### src/rtl/thermal_status_pkg.sv
package thermal_status_pkg;
  localparam int unsigned NUM_FAULT = 5;
  localparam int unsigned STAT_W    = 8;
  localparam int unsigned FLAG_LSB  = STAT_W - 1 - NUM_FAULT;
  localparam int unsigned BUSY_BIT  = STAT_W - 1;
  typedef logic [NUM_FAULT-1:0] fault_vec_t;
  typedef logic [STAT_W-1:0]    status_t;
endpackage

### src/rtl/sticky_flag.sv
module sticky_flag (
  input  logic clk,
  input  logic rst,
  input  logic cond_i,
  input  logic rd_i,
  output logic flag_o,
  output logic flag_nxt_o
);
  logic flag_q;

  // A live condition always wins over a clearing read.
  assign flag_nxt_o = cond_i | (flag_q & ~rd_i);

  always_ff @(posedge clk) begin
    if (rst) flag_q <= 1'b0;
    else     flag_q <= flag_nxt_o;
  end

  assign flag_o = flag_q;
endmodule

### src/rtl/alert_latch.sv
module alert_latch (
  input  logic clk,
  input  logic rst,
  input  logic any_set_i,
  input  logic release_ok_i,
  input  logic ack_i,
  input  logic mask_i,
  output logic alert_n_o
);
  logic latch_q;
  logic latch_nxt;
  logic alert_n_q;

  assign latch_nxt = any_set_i | (latch_q & ~(ack_i & release_ok_i));

  always_ff @(posedge clk) begin
    if (rst) begin
      latch_q   <= 1'b0;
      alert_n_q <= 1'b1;
    end else begin
      latch_q   <= latch_nxt;
      alert_n_q <= ~(latch_nxt & ~mask_i);
    end
  end

  assign alert_n_o = alert_n_q;
endmodule

### src/rtl/status_pack.sv
module status_pack
  import thermal_status_pkg::*;
(
  input  logic       clk,
  input  logic       rst,
  input  logic       busy_i,
  input  fault_vec_t flags_nxt_i,
  output status_t    status_o
);
  status_t status_q;
  status_t status_d;

  always_comb begin
    status_d = '0;
    status_d[BUSY_BIT] = busy_i;
    status_d[FLAG_LSB +: NUM_FAULT] = flags_nxt_i;
  end

  always_ff @(posedge clk) begin
    if (rst) status_q <= '0;
    else     status_q <= status_d;
  end

  assign status_o = status_q;
endmodule

### src/rtl/thermal_status_alert.sv
module thermal_status_alert
  import thermal_status_pkg::*;
(
  input  logic       clk,
  input  logic       rst,
  input  logic [4:0] fault_i,
  input  logic       busy_i,
  input  logic       stat_rd_i,
  input  logic       alert_ack_i,
  input  logic       alert_mask_i,
  output logic [7:0] status_o,
  output logic       alert_n_o
);
  fault_vec_t flag_q;
  fault_vec_t flag_nxt;
  logic       release_ok;

  for (genvar g = 0; g < NUM_FAULT; g++) begin : g_flag
    sticky_flag u_flag (
      .clk        (clk),
      .rst        (rst),
      .cond_i     (fault_i[g]),
      .rd_i       (stat_rd_i),
      .flag_o     (flag_q[g]),
      .flag_nxt_o (flag_nxt[g])
    );
  end

  // Release needs every cause gone and every flag already cleared.
  assign release_ok = (fault_i == '0) && (flag_q == '0);

  alert_latch u_latch (
    .clk          (clk),
    .rst          (rst),
    .any_set_i    (|flag_nxt),
    .release_ok_i (release_ok),
    .ack_i        (alert_ack_i),
    .mask_i       (alert_mask_i),
    .alert_n_o    (alert_n_o)
  );

  status_pack u_pack (
    .clk         (clk),
    .rst         (rst),
    .busy_i      (busy_i),
    .flags_nxt_i (flag_nxt),
    .status_o    (status_o)
  );
endmodule

### config.mk
export PLATFORM = sky130hd
export DESIGN_NAME = thermal_status_alert
export DESIGN_NICKNAME = d
export VERILOG_FILES = /design/src/rtl/thermal_status_pkg.sv /design/src/rtl/sticky_flag.sv /design/src/rtl/alert_latch.sv /design/src/rtl/status_pack.sv /design/src/rtl/thermal_status_alert.sv
export SDC_FILE = /design/constraint.sdc
export NUM_CORES = 1
export LEC_CHECK = 0
export BUFFER_PORTS_ARGS = -buffer_cell sky130_fd_sc_hd__buf_2
export CORE_AREA = 2 2 39 41
export DETAILED_ROUTE_END_ITERATION = 8
export DIE_AREA = 0 0 41 43
export PLACE_DENSITY = 0.58
export SLEW_MARGIN = 20
export SYNTH_ARGS = -nofsm -noshare
export SYNTH_HDL_FRONTEND = slang
export SYNTH_SLANG_ARGS = --single-unit
### constraint.sdc
create_clock -name clk -period 1.2 [get_ports clk]
set_input_delay 0.12 -clock clk [delete_from_list [all_inputs] [get_ports clk]]
set_output_delay 0.12 -clock clk [all_outputs]
set_load 0.005 [all_outputs]
==> summary.log, run 1 <==
qor: worst_setup_path.cp-start-kind register
qor: power_and_ir_drop.power.ir.vdd_worst 0.000512 V
qor: layout.nets 66
qor: worst_setup_path.worst-path-max-fanout 3
qor: outcome.outcome finished, final reports clean
qor: sta.rsz0062_at_grt false
qor: clock_network.clock_tree_from_tritoncts yes
qor: sta.final_period_minus_worst_setup_slack 1.09 ns
qor: detailed_routing.ant_nets 0
qor: clock_network.max-clock-path-buffers 2
qor: clock_network.clock_pin_transition_on_the_worst_setup_and_hold_timing_paths 0.06 ns
qor: layout.commonest_non_fill_non_tap_cell_in_the_layout sky130_fd_sc_hd__buf_2
qor: sta.report.final.slew_viol_count 0
qor: sta.post-route-worst-setup-slack 0.115 ns
qor: worst_setup_path.required 1.34 ns
qor: clock_network.worstSkewPairLatency 0.25 ns
qor: layout.layout-drive-gt1-share 47.2%
qor: clock_network.ctsHoldBuffers 0
qor: sta.finalSetupViolCount 0
qor: detailed_routing.routed_wl 732 um
qor: synth.synthesis.instances 39
qor: clock_network.htree_levels 1
qor: synth.syn-mean-instance-area 9.02 um2
qor: floorplanning.floorplan.core_area 1380 um2
qor: grt.first_pass_grt_wire_length 1.19 mm
qor: detailed_routing.total_via_count_after_detailed_routing 303
qor: floorplanning.die_area 1760 um2
qor: synth.ys.warnings.count 0
qor: sta.fmax 0.921 GHz
qor: worst_setup_path.crit_arrival 1.23 ns
qor: run.drv_cap 0
qor: sta.final-hold-violation-count 0
qor: grt.grtUsageTotal 10.8%
qor: detailed_routing.routed_wire_length_per_instance 10.6 um
qor: layout.stdcell_area 440 um2
qor: detailed_routing.drc 0
qor: synth.register_bit_total_from_synthesis 8
qor: clock_network.sink_count_of_the_clock_tree 8
qor: detailed_routing.first_drt_pass_iteration_count 4
qor: place.place.gp.congestion 0.809
qor: worst_setup_path.critPathCaptureType register
qor: detailed_routing.detailedRoute.firstIterationViolations 4
qor: grt.grt_start_max_net_pins 10
qor: synth.synthesis.area 352 um2
qor: place.dpl_cell_area 412 um2
qor: synth.synth_sequential_area_ratio 45.6%
qor: layout.diodes 0
qor: layout.synthToLayoutAreaGrowth 25.3%
qor: power_and_ir_drop.total_leakage_power 0.209 nW
qor: min_path.worst_hold_path_type in -> reg
qor: worst_setup_path.criticalPathCategory reg -> reg
qor: clock_network.clock_tree.root_cell sky130_fd_sc_hd__clkbuf_4
qor: layout.layout_common_cells sky130_fd_sc_hd__buf_2, sky130_fd_sc_hd__dfxtp_1, sky130_fd_sc_hd__nor2_1, sky130_fd_sc_hd__a21oi_1, sky130_fd_sc_hd__clkbuf_4
qor: sta.fin_skew 0.00293 ns
qor: floorplanning.dieHeight 43 um
qor: floorplanning.initial_core_util 25.4%
qor: floorplanning.pin_count 20
qor: place.place.port_buffers 17
qor: clock_network.numCtsBuffers 3
qor: detailed_routing.vias_per_cell 4.39
qor: floorplanning.standard_cell_rows 14
qor: place.pre_cts_slack -0.0368 ns
qor: floorplanning.die_width 41 um
qor: power_and_ir_drop.pwr_density_cell 1330 nW/um2
qor: grt.grt-ovfl-total 0
qor: sta.final.period_utilization 90.5%
qor: synth.synth.lib_cells_used.distinct 16
qor: grt.antenna_found_initial 0
qor: grt.grt_pass1_vias 306
metrics by stage:
stage | util [%] | total power, mW | hold slack [ns] | setup TNS (ns) | instances
after global placement | 29.7 | 0.382 | 0.335 | -0.0134 | 66
after floorplan | - | 0.355 | 0.237 | 0 | 40
after detailed placement | 29.7 | 0.383 | 0.345 | -0.0451 | 66
after CTS | 31.4 | 0.597 | 0.0741 | 0 | 69
final | 31.8 | 0.585 | 0.0815 | 0 | 69
after global routing | 31.8 | 0.632 | 0.0773 | 0 | 69
registers in the layout, summed over array words and instances (netlist names):
name / count
u_latch.alert_n_o: 1
u_latch.latch_q: 1
u_pack.status_o: 6
cell usage after synthesis:
cell type / instances / share of area (%)
sky130_fd_sc_hd__dfxtp_1: 8 / 46
sky130_fd_sc_hd__buf_4: 7 / 15
sky130_fd_sc_hd__nor2_1: 6 / 6.4
sky130_fd_sc_hd__a21oi_1: 5 / 7.1
sky130_fd_sc_hd__a31oi_1: 2 / 3.6
sky130_fd_sc_hd__a211oi_2: 1 / 3.6
sky130_fd_sc_hd__a2bb2oi_1: 1 / 2.5
sky130_fd_sc_hd__clkbuf_1: 1 / 1.1
sky130_fd_sc_hd__conb_1: 1 / 1.1
sky130_fd_sc_hd__inv_2: 1 / 1.1
sky130_fd_sc_hd__nor2b_1: 1 / 1.8
sky130_fd_sc_hd__nor4_1: 1 / 1.8
sky130_fd_sc_hd__o21bai_1: 1 / 2.1
sky130_fd_sc_hd__o2bb2ai_1: 1 / 2.5
sky130_fd_sc_hd__or2_0: 1 / 1.8
sky130_fd_sc_hd__or4_4: 1 / 3.2
cell type report:
cell class	instances	area, um2
clock buffers	3	22.5
fillers	157	943
inverters	1	3.75
multi-input cells	23	141
flip-flops and latches	8	160
well taps	16	20.0
repair buffers	18	92.6
path summary, 6_finish.rpt:
path	depth (start not counted)	to	slack, ns	from
worst max-delay path	4	u_latch.latch_q	0.11	u_pack.status_o[3]
worst min-delay path	2	u_pack.status_o[7]	0.08	busy_i
worst max register to register	4	u_latch.latch_q	0.11	u_pack.status_o[3]
worst min register to register	2	u_pack.status_o[4]	0.54	u_pack.status_o[4]
routing by layer:
metal / part of all wire [%] / GRT usage [%] / vias up
li1: - / - / 158
met1: 44 / 13.3 / 128
met2: 47 / 13.4 / 15
met3: 6.8 / 3.14 / 2
met4: 1.1 / 11.3 / 0
met5: 0 / 0 / -
cells by family (layout without fill, tap and decap cells):
family | Yosys count | count (layout) | share of synthesized area [%]
AOI/OAI and AO/OA | 11 | 11 | 21.4
and+or+nand+nor | 10 | 10 | 14.9
other | 1 | 2 | 1.07
DFF | 8 | 8 | 45.6
buffers and inverters | 9 | 22 | 17.1
worst max-delay path: stages (launching register included):
cell and delay, ns:
sky130_fd_sc_hd__dfxtp_1 0.33, sky130_fd_sc_hd__nor4_2 0.27, sky130_fd_sc_hd__buf_4 0.16, sky130_fd_sc_hd__o21bai_1 0.08, sky130_fd_sc_hd__o2bb2ai_1 0.13
repair_timing:
item                       in CTS  in global routing
setup endpoints to repair       0                  1
hold endpoints to repair        0                  0
buffers inserted                0                  0
resized for setup               0                  1
report_power, final:
group	leakage, nW	internal (mW)	switching (mW)
clock	0.0138	0.114	0.0912
combinational	0.128	0.0431	0.0392
sequential	0.0670	0.285	0.0120
Power figures use the tool's default switching activity.
==> run 2, diff against run 1 <==
--- a/config.mk
+++ b/config.mk
@@ -10,6 +10,7 @@
 export DETAILED_ROUTE_END_ITERATION = 8
 export DIE_AREA = 0 0 41 43
 export PLACE_DENSITY = 0.58
+export RECOVER_POWER = 25
 export SLEW_MARGIN = 20
 export SYNTH_ARGS = -nofsm -noshare
 export SYNTH_HDL_FRONTEND = slang
==> run 2 against run 1 <==
Flip-flop and latch count stayed put. Routed wire length is 0.14% higher. Via count did not move. First-iteration DRC count stayed put. Combinational power fell by 0.5%. Die area stayed put. Register-to-register slack about the same. Final area down 0.28%. Non-clock buffer count stayed put. Clock power about the same. Total power is essentially flat. Clock skew did not move. Largest power group unchanged. Highest routed layer unchanged.
==> summary.log, run 2 (synthesized netlist as in run 1, its figures left out) <==
qor: outcome.outcome finished, final reports clean
qor: sta.tns 0 ns [unchanged]
qor: floorplanning.dieHeight 43 um [unchanged]
qor: detailed_routing.vias_per_cell 4.39 [unchanged]
qor: power_and_ir_drop.pwr_density_cell 1330 nW/um2 [+0.20%]
qor: worst_setup_path.crit_slowest_cell sky130_fd_sc_hd__dfxtp_1
qor: worst_setup_path.r2r-start u_pack.status_o[3]
qor: layout.area_of_combinational_cells_with_multiple_inputs 141 um2 [unchanged]
qor: worst_setup_path.cp_cell_sequence nor4_2 -> buf_4 -> a31oi_1 -> o2bb2ai_1
qor: min_path.source_of_the_worst_hold_timing_path busy_i
qor: grt.grt_pass1_vias 306 [unchanged]
qor: clock_network.sink_count_of_the_clock_tree 8 [unchanged]
qor: layout.final_core_util 31.7% [-0.090 points]
qor: worst_setup_path.crit_family flip-flops
qor: detailed_routing.ant_nets 0 [unchanged]
qor: place.place.gp.congestion 0.809 [unchanged]
qor: layout.nets 66 [unchanged]
qor: detailed_routing.routed_wire_length_per_instance 10.6 um [+0.14%]
qor: floorplanning.standard_cell_rows 14 [unchanged]
qor: grt.grt_start_max_net_pins 10 [unchanged]
qor: floorplanning.floorplan.core_area 1380 um2 [unchanged]
qor: layout.layout_common_cells sky130_fd_sc_hd__buf_2, sky130_fd_sc_hd__dfxtp_1, sky130_fd_sc_hd__nor2_1, sky130_fd_sc_hd__a21oi_1, sky130_fd_sc_hd__clkbuf_4
qor: worst_setup_path.worst-path-buf-inv 1 [unchanged]
qor: worst_setup_path.ff2ff_path_depth 4 [unchanged]
qor: clock_network.numCtsBuffers 3 [unchanged]
qor: worst_setup_path.required 1.33 ns [about the same]
qor: layout.filler_cell_count 158 [+0.64%]
qor: worst_setup_path.worst-path-max-fanout 3 [unchanged]
qor: sta.report.final.slew_viol_count 0 [unchanged]
qor: detailed_routing.detailedRoute.firstIterationViolations 4 [unchanged]
qor: worst_setup_path.crit-reg2reg-capture u_latch.latch_q
qor: clock_network.htree_levels 1 [unchanged]
qor: layout.commonest_non_fill_non_tap_cell_in_the_layout sky130_fd_sc_hd__buf_2
qor: clock_network.clock_pin_transition_on_the_worst_setup_and_hold_timing_paths 0.06 ns [about the same]
qor: min_path.worst_hold_path_type in -> reg
qor: detailed_routing.first_drt_pass_iteration_count 4 [unchanged]
qor: place.dpl.cell_count 66 [unchanged]
qor: floorplanning.initial_core_util 25.4% [unchanged]
qor: clock_network.max-clock-path-buffers 2 [unchanged]
qor: worst_setup_path.critPathCaptureType register
qor: grt.grtUsageTotal 10.8% [unchanged]
qor: power_and_ir_drop.power.ir.vdd_worst 0.000512 V [about the same]
qor: floorplanning.pin_count 20 [unchanged]
qor: grt.antenna_found_initial 0 [unchanged]
qor: layout.regArea 160 um2 [unchanged]
qor: sta.final.period_utilization 91.5% [+0.99 points]
qor: sta.fin_skew 0.00293 ns [unchanged]
qor: grt.first_pass_grt_wire_length 1.19 mm [unchanged]
qor: sta.final_period_minus_worst_setup_slack 1.10 ns [+0.0119 ns]
qor: worst_setup_path.regToRegSetupSlack 0.10 ns [about the same]
qor: clock_network.clock_tree.root_cell sky130_fd_sc_hd__clkbuf_4
qor: clock_network.worstSkewPairLatency 0.25 ns [about the same]
qor: worst_setup_path.worstSetupStartpoint u_pack.status_o[3]
qor: grt.grt-ovfl-total 0 [unchanged]
qor: place.place.port_buffers 17 [unchanged]
qor: floorplanning.die_width 41 um [unchanged]
qor: worst_setup_path.max_stage_delay 0.33 ns [about the same]
qor: floorplanning.die_area 1760 um2 [unchanged]
qor: layout.diodes 0 [unchanged]
qor: layout.synthToLayoutAreaGrowth 24.9%
qor: worst_setup_path.criticalPathCategory reg -> reg
qor: sta.final-hold-violation-count 0 [unchanged]
qor: detailed_routing.total_via_count_after_detailed_routing 303 [unchanged]
qor: worst_setup_path.crit_arrival 1.23 ns [about the same]
qor: clock_network.clock_tree_from_tritoncts yes
qor: sta.finalSetupViolCount 0 [unchanged]
qor: sta.rsz0062_at_grt false
qor: run.drv_cap 0 [unchanged]
qor: layout.largest_register_ff_count 6 [unchanged]
qor: min_path.worstHoldEndpoint u_pack.status_o[7]
qor: layout.layoutNonFillerInstCount 69 [unchanged]
qor: sta.fmax 0.911 GHz [-1.1%]
qor: power_and_ir_drop.total_leakage_power 0.206 nW [-1.3%]
qor: detailed_routing.drc 0 [unchanged]
qor: layout.layout-drive-gt1-share 45.3% [-1.9 points]
qor: detailed_routing.routed_wl 733 um [+0.14%]
qor: min_path.min_path_cells 2 [unchanged]
qor: worst_setup_path.cp-start-kind register
run 2: worst max-delay path by stage:
stage	slack, ns	end	depth (start not counted)
floorplan	0.13	u_latch.latch_q	3
global route	0.06	u_latch.latch_q	4
finish	0.10	u_latch.latch_q	4
global placement	-0.01	u_latch.alert_n_o	4
CTS	0.10	u_latch.latch_q	4
detailed placement	-0.04	u_latch.alert_n_o	4
run 2: layout make-up:
| cell class | instances | area share [%] |
|---|---|---|
| inverter | 1 | 0.855 |
| clock buffer | 3 | 5.13 |
| sequential | 8 | 36.5 |
| tap | 16 | 4.56 |
| timing repair buffer | 18 | 20.8 |
| multi-input combinational | 23 | 32.2 |
run 2: power breakdown:
group	leakage [nW]	switching [mW]	internal, mW
clock network	0.0138	0.0912	0.114
registers	0.0670	0.0120	0.285
logic	0.126	0.0392	0.0426
run 2: routing by layer:
| metal | global-route usage, % | vias up | wire (um) |
|---|---|---|---|
| met3 | 3.14 | 2 | 51 |
| met1 | 13.3 | 128 | 326 |
| li1 | - | 158 | - |
| met4 | 11.3 | 0 | 8 |
| met2 | 13.4 | 15 | 347 |
| met5 | 0 | - | 0 |
run 2: stage by stage:
step | cell area, um2 | hold WS (ns) | power [mW] | setup slack [ns]
3_5_place_dp | 412 | 0.345 | 0.383 | -0.0368
3_3_place_gp | 412 | 0.335 | 0.382 | -0.0134
6_report | 439 | 0.0815 | 0.584 | 0.103
2_1_floorplan | 355 | 0.237 | 0.355 | 0.127
5_1_grt | 439 | 0.0773 | 0.632 | 0.0555
4_1_cts | 434 | 0.0741 | 0.597 | 0.105
run 2: worst reg2reg max path: cells and delay by family, from the launching register on:
| kind | cells | cell delay, ns |
|---|---|---|
| DFF | 1 | 0.33 |
| and+or+nand+nor | 1 | 0.27 |
| AOI/OAI and AO/OA | 2 | 0.21 |
| buffers and inverters | 1 | 0.16 |
run 2: timing repair:
item                                   CTS  global route
hold buffers                             0             0
buffers inserted                         0             0
endpoints found under the hold margin    0             0
gates resized for setup                  0             1
setup endpoints to repair                0             1
